$ cat config.mk
export PLATFORM = sky130hd
export DESIGN_NAME = cfg_access_xlate
export DESIGN_NICKNAME = d
export VERILOG_FILES = /design/src/rtl/cfg_xlate_pkg.sv /design/src/rtl/cfg_legacy_port.sv /design/src/rtl/cfg_mmio_decode.sv /design/src/rtl/cfg_req_issue.sv /design/src/rtl/cfg_access_xlate.sv
export SDC_FILE = /design/constraint.sdc
export NUM_CORES = 1
export LEC_CHECK = 0
export ABC_AREA = 1
export BUFFER_PORTS_ARGS = -buffer_cell sky130_fd_sc_hd__buf_2
export CAP_MARGIN = 15
export CELL_PAD_IN_SITES_DETAIL_PLACEMENT = 1
export CELL_PAD_IN_SITES_GLOBAL_PLACEMENT = 1
export CORE_MARGIN = 3
export CORE_UTILIZATION = 31
export DETAILED_ROUTE_END_ITERATION = 8
export GPL_TIMING_DRIVEN = 0
export PLACE_DENSITY = 0.84
export SLEW_MARGIN = 0
export SYNTH_ARGS = -nofsm -noshare
export SYNTH_HDL_FRONTEND = slang
export SYNTH_SLANG_ARGS = --single-unit
export TNS_END_PERCENT = 30
$ cat constraint.sdc
create_clock -name clk -period 1.8 [get_ports clk]
set_clock_uncertainty 0.1 [all_clocks]
set_input_delay 0.27 -clock clk [delete_from_list [all_inputs] [get_ports clk]]
set_output_delay 0.27 -clock clk [all_outputs]
set_load 0.005 [all_outputs]
$ cat src/rtl/cfg_xlate_pkg.sv
// Shared widths and the internal configuration request format.
package cfg_xlate_pkg;
    localparam int BUS_W    = 8;
    localparam int DEV_W    = 5;
    localparam int FUNC_W   = 3;
    localparam int DW_W     = 10;   // dword offset in 4 KB space
    localparam int LEG_DW_W = 6;    // dword offset in 256 B space
    localparam int DATA_W   = 32;
    localparam int BE_W     = DATA_W / 8;

    typedef struct packed {
        logic              write;
        logic [BUS_W-1:0]  bus;
        logic [DEV_W-1:0]  dev;
        logic [FUNC_W-1:0] func;
        logic [DW_W-1:0]   dw;
        logic [BE_W-1:0]   be;
        logic [DATA_W-1:0] wdata;
    } cfg_req_t;
endpackage

$ cat src/rtl/cfg_legacy_port.sv
// Legacy port pair: holds the address register and decodes the data window.
// Assumes io_accept is high only for a presented access that the issue stage
// takes this cycle. Produces a request candidate or a local read answer.
module cfg_legacy_port
    import cfg_xlate_pkg::*;
#(
    parameter int             IO_W      = 16,
    parameter logic [IO_W-1:0] ADDR_PORT = 16'h0CF8,
    parameter logic [IO_W-1:0] DATA_PORT = 16'h0CFC
) (
    input  logic              clk,
    input  logic              rst_n,
    input  logic              io_valid,
    input  logic              io_write,
    input  logic [IO_W-1:0]   io_addr,
    input  logic [BE_W-1:0]   io_be,
    input  logic [DATA_W-1:0] io_wdata,
    input  logic              io_accept,
    output logic              cand_valid,
    output cfg_req_t          cand,
    output logic              loc_rd,
    output logic [DATA_W-1:0] loc_rdata
);
    localparam int ENA_BIT  = DATA_W - 1;
    localparam int REG_LSB  = 2;
    localparam int FUNC_LSB = REG_LSB + LEG_DW_W;
    localparam int DEV_LSB  = FUNC_LSB + FUNC_W;
    localparam int BUS_LSB  = DEV_LSB + DEV_W;
    localparam int TOP_FLD  = BUS_LSB + BUS_W;
    localparam logic [DATA_W-1:0] KEEP_MASK =
        {1'b1, {(DATA_W-1-TOP_FLD){1'b0}}, {(TOP_FLD-REG_LSB){1'b1}}, {REG_LSB{1'b0}}};

    logic [DATA_W-1:0] addr_q;
    logic              hit_addr;
    logic              hit_data;

    // Load the address register on a full-dword write to its port.
    always_ff @(posedge clk) begin
        if (!rst_n) begin
            addr_q <= '0;
        end else if (io_accept && io_write && io_addr == ADDR_PORT && io_be == '1) begin
            addr_q <= io_wdata & KEEP_MASK;
        end
    end

    // Decode the port range and build the request candidate.
    always_comb begin
        hit_addr   = io_addr[IO_W-1:REG_LSB] == ADDR_PORT[IO_W-1:REG_LSB];
        hit_data   = io_addr[IO_W-1:REG_LSB] == DATA_PORT[IO_W-1:REG_LSB];
        cand_valid = io_valid && hit_data && addr_q[ENA_BIT];
        cand       = '0;
        cand.write = io_write;
        cand.bus   = addr_q[BUS_LSB +: BUS_W];
        cand.dev   = addr_q[DEV_LSB +: DEV_W];
        cand.func  = addr_q[FUNC_LSB +: FUNC_W];
        cand.dw[LEG_DW_W-1:0] = addr_q[REG_LSB +: LEG_DW_W];
        cand.be    = io_be;
        cand.wdata = io_wdata;
        loc_rd     = io_valid && !io_write && !cand_valid;
        loc_rdata  = hit_addr ? addr_q : '1;
    end
endmodule

$ cat src/rtl/cfg_mmio_decode.sv
// Memory-mapped window decode: checks legality and extracts the target.
// Assumes the window is aligned to its own size, selected by the top address bits.
module cfg_mmio_decode
    import cfg_xlate_pkg::*;
#(
    parameter int ADDR_W = 32
) (
    input  logic                         mm_valid,
    input  logic                         mm_write,
    input  logic                         mm_lock,
    input  logic [1:0]                   mm_size,
    input  logic [ADDR_W-1:0]            mm_addr,
    input  logic [BE_W-1:0]              mm_be,
    input  logic [DATA_W-1:0]            mm_wdata,
    input  logic [ADDR_W-(BUS_W+DEV_W+FUNC_W+DW_W+2)-1:0] win_base,
    output logic                         cand_valid,
    output cfg_req_t                     cand,
    output logic                         bad
);
    localparam int DW_LSB   = 2;
    localparam int FUNC_LSB = DW_LSB + DW_W;
    localparam int DEV_LSB  = FUNC_LSB + FUNC_W;
    localparam int BUS_LSB  = DEV_LSB + DEV_W;
    localparam int WIN_W    = BUS_LSB + BUS_W;
    localparam logic [1:0] SIZE_DWORD = 2'd2;

    logic in_win;
    logic legal;

    // Check the access shape and pull the target fields from the address.
    always_comb begin
        in_win     = mm_addr[ADDR_W-1:WIN_W] == win_base;
        legal      = in_win && mm_size == SIZE_DWORD &&
                     mm_addr[DW_LSB-1:0] == '0 && !mm_lock;
        cand_valid = mm_valid && legal;
        bad        = mm_valid && !legal;
        cand.write = mm_write;
        cand.bus   = mm_addr[BUS_LSB +: BUS_W];
        cand.dev   = mm_addr[DEV_LSB +: DEV_W];
        cand.func  = mm_addr[FUNC_LSB +: FUNC_W];
        cand.dw    = mm_addr[DW_LSB +: DW_W];
        cand.be    = mm_be;
        cand.wdata = mm_wdata;
    end
endmodule

$ cat src/rtl/cfg_req_issue.sv
// Issue stage: arbitrates the two paths, registers the request, tracks the one
// outstanding read and routes answers back. The I/O path wins a same-cycle tie.
module cfg_req_issue
    import cfg_xlate_pkg::*;
(
    input  logic              clk,
    input  logic              rst_n,
    input  logic              io_valid,
    input  logic              io_cand_valid,
    input  cfg_req_t          io_cand,
    input  logic              io_loc_rd,
    input  logic [DATA_W-1:0] io_loc_rdata,
    input  logic              mm_valid,
    input  logic              mm_write,
    input  logic              mm_cand_valid,
    input  cfg_req_t          mm_cand,
    input  logic              mm_bad,
    input  logic              rsp_valid,
    input  logic [DATA_W-1:0] rsp_rdata,
    output logic              io_accept,
    output logic              io_ready,
    output logic              mm_ready,
    output logic              req_valid,
    output cfg_req_t          req,
    output logic              io_rvalid,
    output logic [DATA_W-1:0] io_rdata,
    output logic              mm_rvalid,
    output logic [DATA_W-1:0] mm_rdata,
    output logic              mm_err
);
    logic pend_q;
    logic owner_mm_q;
    logic mm_accept;
    logic issue_io;
    logic issue_mm;
    logic rsp_hit;

    // Acceptance and issue decisions for this cycle.
    always_comb begin
        io_ready  = !pend_q;
        mm_ready  = !pend_q && !io_valid;
        io_accept = io_valid && io_ready;
        mm_accept = mm_valid && mm_ready;
        issue_io  = io_accept && io_cand_valid;
        issue_mm  = mm_accept && mm_cand_valid;
        rsp_hit   = pend_q && rsp_valid;
    end

    // Track the single outstanding read and which path owns it.
    always_ff @(posedge clk) begin
        if (!rst_n) begin
            pend_q     <= 1'b0;
            owner_mm_q <= 1'b0;
        end else if (issue_io && !io_cand.write) begin
            pend_q     <= 1'b1;
            owner_mm_q <= 1'b0;
        end else if (issue_mm && !mm_cand.write) begin
            pend_q     <= 1'b1;
            owner_mm_q <= 1'b1;
        end else if (rsp_hit) begin
            pend_q     <= 1'b0;
        end
    end

    // Register the outgoing request.
    always_ff @(posedge clk) begin
        if (!rst_n) begin
            req_valid <= 1'b0;
            req       <= '0;
        end else begin
            req_valid <= issue_io || issue_mm;
            req       <= issue_mm ? mm_cand : io_cand;
        end
    end

    // Register answers to the I/O requester.
    always_ff @(posedge clk) begin
        if (!rst_n) begin
            io_rvalid <= 1'b0;
            io_rdata  <= '0;
        end else begin
            io_rvalid <= (io_accept && io_loc_rd) || (rsp_hit && !owner_mm_q);
            io_rdata  <= rsp_hit ? rsp_rdata : io_loc_rdata;
        end
    end

    // Register answers and rejections for the memory requester.
    always_ff @(posedge clk) begin
        if (!rst_n) begin
            mm_rvalid <= 1'b0;
            mm_rdata  <= '0;
            mm_err    <= 1'b0;
        end else begin
            mm_rvalid <= (mm_accept && mm_bad && !mm_write) || (rsp_hit && owner_mm_q);
            mm_rdata  <= rsp_hit ? rsp_rdata : '1;
            mm_err    <= mm_accept && mm_bad;
        end
    end
endmodule

$ cat src/rtl/cfg_access_xlate.sv
// Top: joins the legacy port pair and the memory window into one request stream.
// Assumes the fabric answers each read request exactly once through rsp_valid.
module cfg_access_xlate
    import cfg_xlate_pkg::*;
#(
    parameter int IO_W   = 16,
    parameter int ADDR_W = 32,
    localparam int BASE_W = ADDR_W - (BUS_W + DEV_W + FUNC_W + DW_W + 2)
) (
    input  logic              clk,
    input  logic              rst_n,
    input  logic [BASE_W-1:0] cfg_win_base,
    input  logic              io_valid,
    output logic              io_ready,
    input  logic              io_write,
    input  logic [IO_W-1:0]   io_addr,
    input  logic [BE_W-1:0]   io_be,
    input  logic [DATA_W-1:0] io_wdata,
    output logic              io_rvalid,
    output logic [DATA_W-1:0] io_rdata,
    input  logic              mm_valid,
    output logic              mm_ready,
    input  logic              mm_write,
    input  logic              mm_lock,
    input  logic [1:0]        mm_size,
    input  logic [ADDR_W-1:0] mm_addr,
    input  logic [BE_W-1:0]   mm_be,
    input  logic [DATA_W-1:0] mm_wdata,
    output logic              mm_rvalid,
    output logic [DATA_W-1:0] mm_rdata,
    output logic              mm_err,
    output logic              req_valid,
    output logic              req_write,
    output logic [BUS_W-1:0]  req_bus,
    output logic [DEV_W-1:0]  req_dev,
    output logic [FUNC_W-1:0] req_func,
    output logic [DW_W-1:0]   req_dword,
    output logic [BE_W-1:0]   req_be,
    output logic [DATA_W-1:0] req_wdata,
    input  logic              rsp_valid,
    input  logic [DATA_W-1:0] rsp_rdata
);
    logic              io_accept;
    logic              io_cand_valid;
    cfg_req_t          io_cand;
    logic              io_loc_rd;
    logic [DATA_W-1:0] io_loc_rdata;
    logic              mm_cand_valid;
    cfg_req_t          mm_cand;
    logic              mm_bad;
    cfg_req_t          req;

    cfg_legacy_port #(.IO_W(IO_W)) u_legacy (
        .clk        (clk),
        .rst_n      (rst_n),
        .io_valid   (io_valid),
        .io_write   (io_write),
        .io_addr    (io_addr),
        .io_be      (io_be),
        .io_wdata   (io_wdata),
        .io_accept  (io_accept),
        .cand_valid (io_cand_valid),
        .cand       (io_cand),
        .loc_rd     (io_loc_rd),
        .loc_rdata  (io_loc_rdata)
    );

    cfg_mmio_decode #(.ADDR_W(ADDR_W)) u_mmio (
        .mm_valid   (mm_valid),
        .mm_write   (mm_write),
        .mm_lock    (mm_lock),
        .mm_size    (mm_size),
        .mm_addr    (mm_addr),
        .mm_be      (mm_be),
        .mm_wdata   (mm_wdata),
        .win_base   (cfg_win_base),
        .cand_valid (mm_cand_valid),
        .cand       (mm_cand),
        .bad        (mm_bad)
    );

    cfg_req_issue u_issue (
        .clk           (clk),
        .rst_n         (rst_n),
        .io_valid      (io_valid),
        .io_cand_valid (io_cand_valid),
        .io_cand       (io_cand),
        .io_loc_rd     (io_loc_rd),
        .io_loc_rdata  (io_loc_rdata),
        .mm_valid      (mm_valid),
        .mm_write      (mm_write),
        .mm_cand_valid (mm_cand_valid),
        .mm_cand       (mm_cand),
        .mm_bad        (mm_bad),
        .rsp_valid     (rsp_valid),
        .rsp_rdata     (rsp_rdata),
        .io_accept     (io_accept),
        .io_ready      (io_ready),
        .mm_ready      (mm_ready),
        .req_valid     (req_valid),
        .req           (req),
        .io_rvalid     (io_rvalid),
        .io_rdata      (io_rdata),
        .mm_rvalid     (mm_rvalid),
        .mm_rdata      (mm_rdata),
        .mm_err        (mm_err)
    );

    // Flatten the request record onto the output ports.
    always_comb begin
        req_write = req.write;
        req_bus   = req.bus;
        req_dev   = req.dev;
        req_func  = req.func;
        req_dword = req.dw;
        req_be    = req.be;
        req_wdata = req.wdata;
    end
endmodule

==> metrics.txt, run 1 <==
outcome finished, final reports clean; CTS buffer count 17; Max Clock Freq 0.568 GHz; CP Capture Point u_issue.io_rdata[4]; Cell Rows 49; fin crit period 1760 ps; sequential share of the synthesized area 53.0%; fin crit share 97.8%; reg2reg start u_issue.pend_q; PnR Total Power 8.18 mW; dpl ws -549 ps; vias in the first global route 7154; Iter 0 DRT Violations 219; final core occ 48.5%; R2R Setup Slk 40 ps; Core ar. 18300 sq um; Crit-path slowest cell dfxtp_2; clk slew on worst S/H paths 70 ps; Yosys Warn Count 0; worst r2r dst u_issue.io_rdata[4]; Sink Count 156; PortBufs 297; final setup fails 0; post-synth top area share 53.0%; Final GP Congestion 0.812; pin count of the biggest net entering global routing 17; first-pass GRT wire length 37500 um; Pre-Repair DR Iteration Count 4; CTS tree done; DRC 0; H-tree Lvls 4; via-per-instance ratio 4.64; commonest non-fill, non-tap cell in the layout buf_2; distinct cell type count after synthesis 22; Worst Max-Slew Pin Slew 632 ps; Worst-Skew Late Latency 430 ps; Worst Setup Start Kind register; final-report max-slew violation count 0; Routed Wire Length 25400 um; Chip Height 144 um; syn nets 989; FF-to-FF path depth 7; crit path kind reg2reg; Worst EP arrival 1970 ps; initial core utilization 32.1%; Final WS setup 39.0 ps; via count 6683; initial antenna violation count 1; Die W 144 um; Buf/Inv on CP 3; kind of end point of the critical path register; P_leak 4.84 nW; RSZ-0062 raised after global routing true; dpl cell area 7660 sq um; Bufs on Longest Clock Path 2; worst hold margin 11.4 ps; synth-to-layout area growth 51.1%; Critical Path Start u_issue.pend_q; CP cell instances nand2_2 > inv_1 > nor3_1 > nand2_2 > clkbuf_4 > o21ai_0 > inv_1; CP max FO 10; Congestion Overflow GR 0; syn_area_per_cell 7.16 sq um; CTS Root Cell clkbuf_16; commonest cells after routing, fill and taps aside buf_2, nor2_1, dfxtp_1, inv_1, nand2_1; Hold Path Class in2reg; max incr delay on CP 360 ps; Critical Path Stages 7; Critical Path RT 2010 ps; DR WL/cell 17.6 um; Final Cell Area 8900 sq um; Yosys top cell by area dfxtp_1; Rel. slew slack 57.8%; layout cell share with drive strength beyond 1 30.1%; Power Density 919 nW/um^2; post-synthesis register bit count 156; Total GRT Usage 23.7%; max cap viols 0; Post-DP HPWL 18300 um; Peak supply drop 0.000643 V; Post-Synthesis Cells 823; family with the most delay on the worst path simple AND/OR/NAND/NOR gates; I/O pin count 299; largest cells by area after synthesis dfxtp_1, nor2_1, nand2_1; final hold viol count 0; total die area 20700 sq um; post-route ant nets 0; post-synthesis instance area 5890 sq um; nets 1362
## cell usage after synthesis
cell type,number
a21oi_1,2
and2_1,1
buf_1,11
buf_2,10
buf_6,2
clkbuf_1,24
clkinv_1,2
dfxtp_1,156
inv_1,129
inv_2,2
nand2_1,130
nand2_2,1
nand3_1,6
nand3_2,1
nand4_1,61
nor2_1,243
nor2_2,1
nor3_1,12
o21ai_0,25
o21bai_1,2
or2_2,1
xor2_1,1
## worst min path at each step
stage	start	endpoint	cells after the start
floorplan	mm_write	u_issue.mm_rvalid	1
global placement	u_issue.owner_mm_q	u_issue.io_rvalid	1
detailed placement	u_issue.owner_mm_q	u_issue.io_rvalid	1
CTS	io_wdata[13]	u_issue.req[13]	3
global route	io_wdata[3]	u_issue.req[3]	3
finish	rsp_rdata[13]	u_issue.mm_rdata[13]	3
## final cells by class
| type | instances | area, sq um |
|---|---|---|
| fill | 2358 | 9430 |
| sequential | 156 | 3120 |
| multi-input combinational | 487 | 2090 |
| timing repair buffer | 354 | 2050 |
| inverter | 133 | 507 |
| clock buffer | 18 | 429 |
| tap | 229 | 287 |
| buffer | 47 | 226 |
| clock inverter | 14 | 183 |
| antenna | 1 | 2.50 |
## cell families (layout without fill, tap and decap cells)
kind of cell	after synthesis	count (layout)	synth area share, %
flip-flops	156	156	53.0
buffers and inverters	180	566	11.9
XOR/XNOR	1	1	0.149
AND/OR/NAND/NOR	457	457	32.4
AO/OA/AOI/OAI	29	29	2.55
other	0	1	0
## layer usage
layer	routed length (um)	vias up	track usage, %	part of all wire [%]
li1	-	3240	-	-
met1	10000	3126	25.8	39
met2	12800	260	43.4	50
met3	1730	57	5.86	6.8
met4	850	0	10.6	3.4
met5	0	-	0	0
## metrics by stage
step	std cells	TNS [ps]
after CTS	1437	0
final	1439	0
after global routing	1439	-255
after global placement	1349	-32650
after floorplan	823	0
after detailed placement	1349	-33910
## state kept, by name (all words and copies together), names as in the netlist
name	count
u_issue.req	63
u_issue.req_valid	1
u_legacy.addr_q	23
u_issue.pend_q	1
u_issue.io_rdata	32
u_issue.owner_mm_q	1
u_issue.io_rvalid	1
u_issue.mm_rvalid	1
u_issue.mm_err	1
u_issue.mm_rdata	32
## worst min-delay path, cell delays in order
cell,delay [ps]
buf_2,70
nor2_1,30
nor2_1,110
## power by group
part | leakage (nW) | internal [mW] | switching [mW]
clock network | 0.291 | 2.11 | 1.66
registers | 1.29 | 3.57 | 0.0353
logic | 3.25 | 0.381 | 0.419
## repair_timing
action	CTS	global route
buffers inserted	0	1
setup endpoints to repair	53	91
resized for setup	9	26
endpoints found under the hold margin	63	0
hold buffers	56	0
pin swaps	0	0
No activity file was read; power rests on OpenSTA's default activity.
==> run 2: changes to the inputs <==
Settings changed: ABC_AREA 1 to 0, CORE_UTILIZATION 31 to 32, HOLD_SLACK_MARGIN set to 0.12.
==> run 2 against run 1 <==
Power shrank 0.33%; worst setup slack worse by 180 ps; global-route usage increased by 3.6 points; the flow now finishes with violations (negative setup slack); die area fell by 12%; final cell count decreased by 17%; non-clock buffer count rose by 73; via count down 15%; critical path depth fell by 2; first-iteration DRC count down 27%; worst hold slack better by 190 ps.
==> metrics.txt, run 2 <==
outcome finished with violations; failing checks negative setup slack; pin count of the biggest net entering global routing 17; largest cells by area after synthesis dfxtp_1, mux2i_1, nand2_1; switching part of the total 24.5%; Routed Wire Length 25600 um; reg2reg start u_issue.pend_q; Async S/R FF share, synth 0%; commonest non-fill, non-tap cell in the layout buf_2; Final WS setup -145 ps; Chip Height 135 um; Critical Path Start u_issue.pend_q; first-pass GRT wire length 37300 um; Total GRT Usage 27.4%; P_leak 4.84 nW; max cap viols 0; Post-synth top flop dfxtp_1; syn_area_per_cell 10.6 sq um; synth-to-layout area growth 74.3%; DRC 0; CTS buffer count 17; PortBufs 297; most common cell in the netlist dfxtp_1; crit path kind reg2reg; commonest cells after routing, fill and taps aside buf_2, dfxtp_1, dlygate4sd3_1, nand2_1, mux2i_1; I/O pin count 299; sequential share of power 44.3%; kind of end point of the critical path register; post-synthesis instance area 5320 sq um; dpl cell area 7090 sq um; fin crit share 108%; post-synth top area share 58.7%; Die W 135 um; Worst EP arrival 2150 ps; Logic pwr share 11.3%; Final GP Congestion 0.773; Largest regs u_issue.req x63, u_issue.io_rdata x32, u_issue.mm_rdata x32; post-route ant nets 0; Rel. slew slack 49.5%; Worst Max-Slew Pin Slew 758 ps; Post-DP HPWL 15000 um; via count 5705; Sink Count 156; final core occ 57.8%; Int Power 6.15 mW; post-synthesis register bit count 156; Final Cell Area 9280 sq um; fin crit period 1940 ps; RSZ-0062 raised after global routing true; commonest cells in the netlist dfxtp_1, nand2_1, mux2i_1; Worst-Skew Late Latency 420 ps; Power Density 879 nW/um^2; HP Start io_addr[1]; Core ar. 16100 sq um; nets 1129; total die area 18200 sq um; Cell Rows 46; Yosys top cell by area dfxtp_1; Pre-Repair DR Iteration Count 4; via-per-instance ratio 4.77; vias in the first global route 6636; clock share of power 44.4%; H-tree Lvls 4; Yosys Warn Count 0; clk slew on worst S/H paths 70 ps; Max Clock Freq 0.514 GHz; sequential share of the synthesized area 58.7%; Post-synth EDFFs 0; layout cell share with drive strength beyond 1 38.3%; initial core utilization 33.1%; distinct cell type count after synthesis 30; Post-Synthesis Cells 503; Most flops, register u_issue.req; CP max FO 6; CTS tree done; P_sw 2.00 mW; Worst Setup Start Kind register; DR WL/cell 21.4 um; Hold Path Class in2reg; final setup fails 59; CTS Root Cell clkbuf_16; initial antenna violation count 4; final-report max-slew violation count 0; Congestion Overflow GR 0; Peak supply drop 0.000606 V; Iter 0 DRT Violations 160; Critical Path RT 2010 ps; syn nets 669; Largest register FFs 63; Bufs on Longest Clock Path 2; final hold viol count 0
-- run 2: metrics by stage --
step | setup TNS [ps] | total power [mW] | hold slack, ps | setup WS (ps) | cells
4_1_cts | -9320 | 8.15 | 181 | -208 | 1187
3_3_place_gp | -65500 | 4.29 | 350 | -784 | 1016
6_report | -3550 | 8.15 | 203 | -145 | 1196
2_1_floorplan | -16150 | 3.91 | 309 | -226 | 503
3_5_place_dp | -65650 | 4.31 | 353 | -757 | 1016
5_1_grt | -7530 | 8.44 | 215 | -182 | 1196
-- run 2: logic make-up after synthesis --
logic type                share of synthesized area, %
xor gates and xnor gates                         0.658
DFF                                               58.7
buffers and inverters                             2.84
and+or+nand+nor                                   13.6
AOI/OAI and AO/OA                                 8.79
muxes                                             15.4
-- run 2: final timing paths --
| path | depth (start not counted) | slack [ps] | to |
|---|---|---|---|
| max | 5 | -140 | u_issue.req[25] |
| max reg2reg | 5 | -140 | u_issue.req[25] |
| min | 4 | 200 | u_legacy.addr_q[3] |
| min reg2reg | 1 | 370 | u_issue.io_rdata[4] |
-- run 2: metal layers --
layer / share of wire, % / global-route usage, %
met4: 3.7 / 12.7
met2: 55 / 53.8
met5: 0 / 0
met3: 6.1 / 7.60
met1: 35 / 26.0
-- run 2: worst max-delay path: stages, from the launching register on --
cell     delay [ps]
dfxtp_4         350
or3b_4          370
or4_4           520
buf_12          190
buf_12          130
mux2i_4         180
-- run 2: final cells by class --
cell class / count / area, sq um
fill: 1803 / 6780
tap: 216 / 270
antenna: 4 / 10.0
multi-input combinational: 313 / 2140
clock buffer: 17 / 425
clock inverter: 15 / 165
buffer: 32 / 195
sequential: 156 / 3130
inverter: 1 / 3.75
timing repair buffer: 442 / 2940
-- run 2: repair_timing --
item | CTS | global route
setup buffers | 6 | 4
cloned | 0 | 2
hold buffers | 133 | 0
resized for setup | 23 | 21
pin swaps | 3 | 1
hold endpoints to repair | 145 | 0
setup endpoints to repair | 110 | 113
-- run 2: power groups by stage --
stage	clock network, mW	logic, mW	registers, mW
final	3.62	0.918	3.61
after global routing	3.83	0.985	3.62
after CTS	3.68	0.866	3.60
after detailed placement	0	0.625	3.68
after global placement	0	0.610	3.68
after floorplan	0	0.204	3.70
==> run 3: changes to the inputs <==
Settings changed: CTS_CLUSTER_DIAMETER set to 50, RECOVER_POWER set to 100, SETUP_SLACK_MARGIN set to 0.4.
==> run 3 against run 2 <==
The run still ends with negative setup slack left; sequential share of layout area is 0.61 points lower; critical path type unchanged; combinational power is 2.7% higher; register-to-register slack worse by 90 ps; first-iteration DRC count is 31% higher; sequential power hardly changed; clock power hardly changed.
==> metrics.txt, run 3 (synthesis gave the netlist of run 2 again) <==
switching part of the total 24.8%; filler cell count 1790; Bufs on Longest Clock Path 2; Post-DP HPWL 15000 um; area of the multi-input gates 2210 sq um; vias in the first global route 6668; CTS Root Cell clkbuf_16; max incr delay on CP 500 ps; pin count of the biggest net entering global routing 17; final hold viol count 0; sequential cell area 3130 sq um; total die area 18200 sq um; PnR Total Power 8.19 mW; CTS buffer count 17; worst hold margin 188 ps; Sink Count 156; Core ar. 16100 sq um; Critical Path RT 2040 ps; Logic pwr share 11.5%; Worst EP arrival 2270 ps; crit path kind reg2reg; Congestion Overflow GR 0; commonest non-fill, non-tap cell in the layout buf_2; Worst Max-Slew Pin Slew 770 ps; Buf/Inv on CP 3; layout cell share with drive strength beyond 1 40.0%; DR WL/cell 21.7 um; Final GP Congestion 0.773; Pre-Repair DR Iteration Count 4; HP Start io_addr[1]; RSZ-0062 raised after global routing true; nets 1128; Die W 135 um; fin crit share 113%; clk slew on worst S/H paths 70 ps; Final WS setup -232 ps; commonest cells after routing, fill and taps aside buf_2, dfxtp_1, dlygate4sd3_1, nand2_1, mux2i_1; PortBufs 297; Largest register FFs 63; Power Density 867 nW/um^2; Routed Wire Length 26000 um; final-report max-slew violation count 0; P_leak 4.95 nW; outcome finished with violations; kind of end point of the critical path register; initial antenna violation count 5; Max Clock Freq 0.492 GHz; H-tree Lvls 4; Worst Setup Start Kind register; via count 5729; Cell Rows 46; final setup fails 59; post-route ant nets 0; Int Power 6.16 mW; Largest regs u_issue.req x63, u_issue.io_rdata x32, u_issue.mm_rdata x32; DRC 0; Iter 0 DRT Violations 209; clock share of power 44.4%; Critical Path Start u_issue.pend_q; Total GRT Usage 28.0%; Crit path top cell by count buf_12; Post-Place Cells 1016; synth-to-layout area growth 77.6%; fin crit period 2030 ps; I/O pin count 299; max cap viols 0; reg2reg start u_issue.pend_q; Chip Height 135 um; Peak supply drop 0.000609 V; setup_tns -9690 ps; Rel. slew slack 48.7%; Most flops, register u_issue.req; Final Non-Filler Cells 1196; CP max FO 6; Hold Path Class in2reg; P_sw 2.03 mW; sequential share of power 44.1%; family with the most delay on the worst path simple AND/OR/NAND/NOR gates; Worst-Skew Late Latency 420 ps; first-pass GRT wire length 38100 um; via-per-instance ratio 4.79; CTS tree done; failing checks negative setup slack; Crit-path slowest cell or4_4; final core occ 58.9%; initial core utilization 33.1%; CP cell instances or3b_4 > or4_4 > buf_8 > buf_12 > buf_12 > mux2i_1
-- run 3: cell count changes in the layout (fill, tap and decap cells not counted), sizes merged --
| cell | change |
|---|---|
| buf | -1 |
| diode | +1 |
-- run 3: power groups by stage --
stage	Clock, mW	Combinational, mW	Sequential [mW]
floorplan	0	0.204	3.70
global placement	0	0.610	3.68
detailed placement	0	0.625	3.68
CTS	3.68	0.884	3.60
global route	3.85	1.01	3.62
finish	3.64	0.943	3.61
-- run 3: routing by layer --
layer	GRT usage [%]	share of wire (%)	vias to the layer above
met2	54.3	55	271
met3	7.19	6.1	75
met1	27.2	35	2758
met5	0	0	-
li1	-	-	2625
met4	13.8	4.4	0
-- run 3: stage by stage --
step / setup WS, ps / instance area, sq um
2_1_floorplan: -226 / 5340
3_3_place_gp: -784 / 7090
3_5_place_dp: -757 / 7090
4_1_cts: -208 / 9310
5_1_grt: -259 / 9450
6_report: -232 / 9450
-- run 3: final timing paths --
| path | endpoint | slack [ps] | cells past startpoint |
|---|---|---|---|
| worst max-delay path | u_issue.req[25] | -230 | 6 |
| worst min-delay path | u_legacy.addr_q[3] | 190 | 4 |
| worst max register to register | u_issue.req[25] | -230 | 6 |
| worst min register to register | u_issue.io_rdata[18] | 370 | 1 |
-- run 3: worst min-delay path: cells and delay by family --
family,cells,cell delay [ps]
and+or+nand+nor,2,200
buffers and inverters,1,100
muxes,1,80
-- run 3: layout make-up --
class	instances	share of cell area [%]
inverters	1	0.0397
diodes	5	0.132
flip-flops and latches	156	33.1
plain buffers	33	3.08
multi-input cells	313	23.4
clock buffers	17	4.50
well taps	216	2.86
clock inverters	15	1.75
repair buffers	440	31.2
-- run 3: timing repair --
action,in CTS,in global routing
buffers inserted,6,2
pin swaps,39,28
cloned,0,2
resized for setup,63,22
hold buffers,133,0
endpoints found under the setup margin,154,149
hold endpoints to repair,142,0
